--- src/rtl/i2s_tx_master.sv ---
module i2s_tx_master #(
  parameter int SAMPLE_W = 24,
  parameter int HALF_32K = 6,
  parameter int HALF_44K = 5,
  parameter int HALF_48K = 4
) (
  input  logic                clk,
  input  logic                rst_n,
  input  logic                cfg_mclk_ext,
  input  logic [1:0]          rate_sel,
  input  logic                mclk_in,
  output logic                mclk_out,
  output logic                mclk_oe,
  input  logic                s_valid,
  output logic                s_ready,
  input  logic [SAMPLE_W-1:0] s_left,
  input  logic [SAMPLE_W-1:0] s_right,
  output logic                bclk,
  output logic                ws,
  output logic                sd,
  output logic                underrun
);

  localparam int HMAX  = (HALF_32K > HALF_44K) ?
                         ((HALF_32K > HALF_48K) ? HALF_32K : HALF_48K) :
                         ((HALF_44K > HALF_48K) ? HALF_44K : HALF_48K);
  localparam int CW    = $clog2(HMAX + 1);
  localparam int SLOTW = 32;
  localparam int PAD   = SLOTW - SAMPLE_W;

  logic [CW-1:0] half_len;
  logic [CW-1:0] hc;
  logic          mclk_int;
  logic [2:0]    msync;
  logic          half_end;
  logic          tick;
  logic          phase;
  logic          bclk_q;
  logic [5:0]    slot;
  logic [5:0]    slot_nxt;
  logic [63:0]   shreg;
  logic [63:0]   frame;
  logic          ws_q;
  logic          sd_q;
  logic          ur_q;
  logic          fall_evt;
  logic          load;

  always_comb begin
    case (rate_sel)
      2'd0:    half_len = CW'(HALF_32K);
      2'd1:    half_len = CW'(HALF_44K);
      default: half_len = CW'(HALF_48K);
    endcase
  end

  assign half_end = (hc >= half_len - 1'b1);

  always_ff @(posedge clk or negedge rst_n) begin
    if (!rst_n) begin
      hc       <= '0;
      mclk_int <= 1'b0;
    end else if (half_end) begin
      hc       <= '0;
      mclk_int <= ~mclk_int;
    end else begin
      hc       <= hc + 1'b1;
    end
  end

  always_ff @(posedge clk or negedge rst_n) begin
    if (!rst_n) msync <= '0;
    else        msync <= {msync[1:0], mclk_in};
  end

  assign tick     = cfg_mclk_ext ? (msync[1] & ~msync[2]) : (half_end & ~mclk_int);
  assign fall_evt = tick & phase & bclk_q;
  assign load     = fall_evt & (slot == 6'd63);
  assign slot_nxt = slot + 6'd1;

  assign frame = s_valid ? {32'(s_left) << PAD, 32'(s_right) << PAD} : 64'd0;

  always_ff @(posedge clk or negedge rst_n) begin
    if (!rst_n) begin
      phase  <= 1'b0;
      bclk_q <= 1'b0;
    end else if (tick) begin
      phase <= ~phase;
      if (phase) bclk_q <= ~bclk_q;
    end
  end

  always_ff @(posedge clk or negedge rst_n) begin
    if (!rst_n) begin
      slot  <= 6'd63;
      shreg <= '0;
      ws_q  <= 1'b0;
      sd_q  <= 1'b0;
      ur_q  <= 1'b0;
    end else if (fall_evt) begin
      slot <= slot_nxt;
      ws_q <= slot_nxt[5];
      sd_q <= shreg[63];
      if (load) begin
        shreg <= frame;
        ur_q  <= ur_q | ~s_valid;
      end else begin
        shreg <= shreg << 1;
      end
    end
  end

  assign mclk_out = mclk_int & ~cfg_mclk_ext;
  assign mclk_oe  = ~cfg_mclk_ext;
  assign s_ready  = load;
  assign bclk     = bclk_q;
  assign ws       = ws_q;
  assign sd       = sd_q;
  assign underrun = ur_q;

endmodule


--- config.mk ---
export PLATFORM = sky130hd
export DESIGN_NAME = i2s_tx_master
export DESIGN_NICKNAME = d
export VERILOG_FILES = /design/src/rtl/i2s_tx_master.sv
export SDC_FILE = /design/constraint.sdc
export NUM_CORES = 1
export LEC_CHECK = 0
export ABC_AREA = 1
export BUFFER_PORTS_ARGS = -buffer_cell sky130_fd_sc_hd__buf_4
export CELL_PAD_IN_SITES_DETAIL_PLACEMENT = 2
export CELL_PAD_IN_SITES_GLOBAL_PLACEMENT = 2
export CORE_MARGIN = 2
export CORE_UTILIZATION = 30
export CTS_BUF_LIST = sky130_fd_sc_hd__clkbuf_4 sky130_fd_sc_hd__clkbuf_8
export DETAILED_ROUTE_END_ITERATION = 8
export GPL_ROUTABILITY_DRIVEN = 0
export GPL_TIMING_DRIVEN = 0
export PLACE_DENSITY_LB_ADDON = 0.25
export SLEW_MARGIN = 10
export SYNTH_ARGS = -nofsm -noshare
export SYNTH_HDL_FRONTEND = slang
export SYNTH_SLANG_ARGS = --single-unit
--- constraint.sdc ---
create_clock -name clk -period 2.95 [get_ports clk]
set_clock_uncertainty 0.15 [all_clocks]
set_input_delay 0.1475 -clock clk [delete_from_list [all_inputs] [get_ports clk]]
set_output_delay 0.1475 -clock clk [all_outputs]
set_load 0.02 [all_outputs]
==> impl_metrics.json <==
{
  "clk_latency_ns": 0.33,
  "fmax_mhz": 391.4,
  "syn-num-nets": 493,
  "wl_per_cell_um": 14.69,
  "antenna_cells": 0,
  "cts_root_buffer": "clkbuf_8",
  "dieArea_um2": 13280,
  "clkTransAtPathRegs_ns": 0.08,
  "synth_xor_xnor_area_share_pct": 2.089,
  "hold_path_class": "input port to register",
  "cts_tree": "yes",
  "synth_fa_ha_area_share_pct": 2.022,
  "cp.required_ns": 2.65,
  "finalCritPeriodShare_pct": 86.61,
  "core_area_um2": 12060,
  "synth.avg_cell_area_um2": 8.596,
  "arrival_ns": 2.26,
  "globalRoute.totalOverflow": 0,
  "r2r_cells": 8,
  "endpoint_kind": "output pin",
  "worstPathMaxFanout": 10,
  "nFillCells": 1387,
  "drive_gt1_share_pct": 28.24,
  "fp.dieH_um": 115.3,
  "clock_path_buffers": 2,
  "synth_simple_gate_area_share_pct": 22.24,
  "synth-compound-area-share_pct": 17.12,
  "setup-tns-final_ns": 0,
  "worst_r2r_startpoint": "hc[2]$_DFF_PN0_",
  "num-nets-final": 567,
  "slew-limit-headroom_pct": 35.64,
  "rsz0062_at_grt": "false",
  "cts_resized": 0,
  "synth_top_family_by_area": "simple AND/OR/NAND/NOR gates",
  "final_cell_area_um2": 4597,
  "drc": 0,
  "ys_seq_area_share_pct": 50.07,
  "yosysUniqueCellTypes": 29,
  "p_per_area_nw_per_um2": 537.5,
  "path_class": "register to output pin",
  "hold_viol": 0,
  "cts_max_level": 3,
  "start_util_pct": 30.79,
  "fp.dieW_um": 115.3,
  "grt_pass1_wl_um": 17040,
  "port_buffers": 60,
  "multi_input_area_um2": 1614,
  "max-cap-violations": 0,
  "first_global_vias": 3415,
  "grt_use_total_pct": 16.39,
  "regArea_um2": 1859,
  "min-delay-start": "s_left[3]",
  "first_pass_iters": 4,
  "ir_drop_v": 0.0003116,
  "setup_violations": 0,
  "status": "finished clean",
  "vias_per_cell": 4.606,
  "synthMuxAreaShare_pct": 0,
  "grt_max_degree": 75,
  "hold_depth": 5,
  "critPathLaunchType": "register",
  "min_to": "shreg[43]$_DFFE_PN0P_",
  "syn_to_final_growth_pct": 23.79,
  "leakagePower_nw": 2.023,
  "regToRegSetupSlack_ns": 0.79,
  "vias": 3123,
  "place_area_um2": 4374,
  "cts_buffers": 9,
  "drtAntennaViolNets": 0,
  "rr_endpoint": "shreg[56]$_DFFE_PN0P_",
  "ys_seq_elements": 74,
  "drt_iter0_drc": 102,
  "ys_warn_count": 0,
  "routed_wl_um": 9960,
  "dp_hpwl_um": 7206,
  "report.final.slew_viol_count": 0,
  "clock_sinks": 74,
  "netlist_instances": 432,
  "worstMarginPinSlew_ns": 0.9654,
  "synthesis.area_um2": 3714,
  "fin_crit_ns": 2.555,
  "rows": 40,
  "grt_antenna_before_repair": 0,
  "ioPinCount": 62
}
[cells by family after synthesis]
kind of cell	Yosys count
fa+ha+maj	6
compound gates	107
xor+xnor	8
buf+inv	38
simple gates	199
flops	74
[report_power, final]
group          switching [mW]  leakage [nW]  internal (mW)
Clock                   0.358         0.103          0.426
Combinational           0.306         0.925          0.217
Sequential             0.0699         0.994           1.09
[per-layer routing]
| metal | share of wire [%] | up-vias | track usage (%) |
|---|---|---|---|
| li1 | - | 1535 | - |
| met1 | 46 | 1542 | 20.79 |
| met2 | 51 | 41 | 28.51 |
| met3 | 2.7 | 5 | 3.374 |
| met4 | 0.99 | 0 | 4.337 |
| met5 | 0 | - | 0 |
[cells in the mapped netlist (all sizes together)]
| master | count | area (µm²) |
|---|---|---|
| clkinv | 1 | 3.750 |
| nand3b | 1 | 7.510 |
| ha | 6 | 75.07 |
| o21ai | 104 | 618.1 |
| o21bai | 1 | 7.510 |
| dfstp | 6 | 157.7 |
| inv | 9 | 33.78 |
| buf | 18 | 165.2 |
| nand2 | 185 | 729.5 |
| dfrtp | 68 | 1702 |
| or2 | 1 | 6.260 |
| xor2 | 3 | 26.28 |
| clkbuf | 10 | 37.54 |
| a21oi | 2 | 10.01 |
| xnor2 | 5 | 51.30 |
| nand4 | 1 | 6.260 |
| nand3 | 4 | 42.54 |
| nor2 | 7 | 33.78 |
[cells in the final DEF (no fill, tap or decap), types with 10 or more instances in the layout]
cell      count
o21ai_1      31
clkbuf_8     10
dfrtp_1      68
buf_6        10
clkbuf_1     10
nand2_2      11
buf_4        65
o21ai_2      26
nand2_1     173
o21ai_0      47
[state kept, by name (all words and copies together), names as in the netlist]
name,cells
mclk_int,1
phase,1
slot,6
bclk,1
sd,1
shreg,56
ws,1
underrun,1
msync,3
hc,3
[critical path, cell delays in order, from the launching register on]
cell and delay (ns):
dfstp_2 0.58, ha_1 0.22, nand3_2 0.14, nor2_4 0.19
buf_2 0.28, nand4_1 0.27, inv_1 0.12, buf_4 0.14
[layout make-up]
class                   instances  share of cell area (%)
clock buffers                  12                   3.321
repair buffers                 63                   10.45
clock inverters                 3                  0.8710
multi-input cells             320                   35.11
flip-flops and latches         74                   40.45
plain buffers                  28                   4.409
inverters                      10                  0.8165
well taps                     168                   4.573
[worst max path at each step]
stage	startpoint	end	slack (ns)	depth (start not counted)
finish	slot[0]$_DFFE_PN1P_	s_ready	0.39	7
global route	slot[0]$_DFFE_PN1P_	s_ready	0.24	7
CTS	slot[0]$_DFFE_PN1P_	s_ready	0.32	7
detailed placement	rate_sel[0]	shreg[55]$_DFFE_PN0P_	0.42	13
global placement	rate_sel[0]	shreg[15]$_DFFE_PN0P_	0.50	13
floorplan	rate_sel[0]	shreg[31]$_DFFE_PN0P_	0.83	14
[what timing repair did]
action	in CTS	in global routing
hold buffers	3	0
endpoints found under the hold margin	70	0
buffers inserted	0	0
[stage by stage]
stage | setup WS [ns] | hold WS (ns) | power (mW) | std cells | utilization (%)
2_1_floorplan | 0.8327 | -0.2981 | 1.509 | 432 | -
6_report | 0.3949 | 0.03319 | 2.471 | 678 | 38.11
5_1_grt | 0.2421 | 0.03920 | 2.634 | 678 | 38.11
3_5_place_dp | 0.4196 | 0.1179 | 1.720 | 660 | 36.27
3_3_place_gp | 0.5027 | 0.1182 | 1.680 | 660 | 36.27
4_1_cts | 0.3196 | 0.01794 | 2.535 | 678 | 38.11
Power figures use the tool's default switching activity.
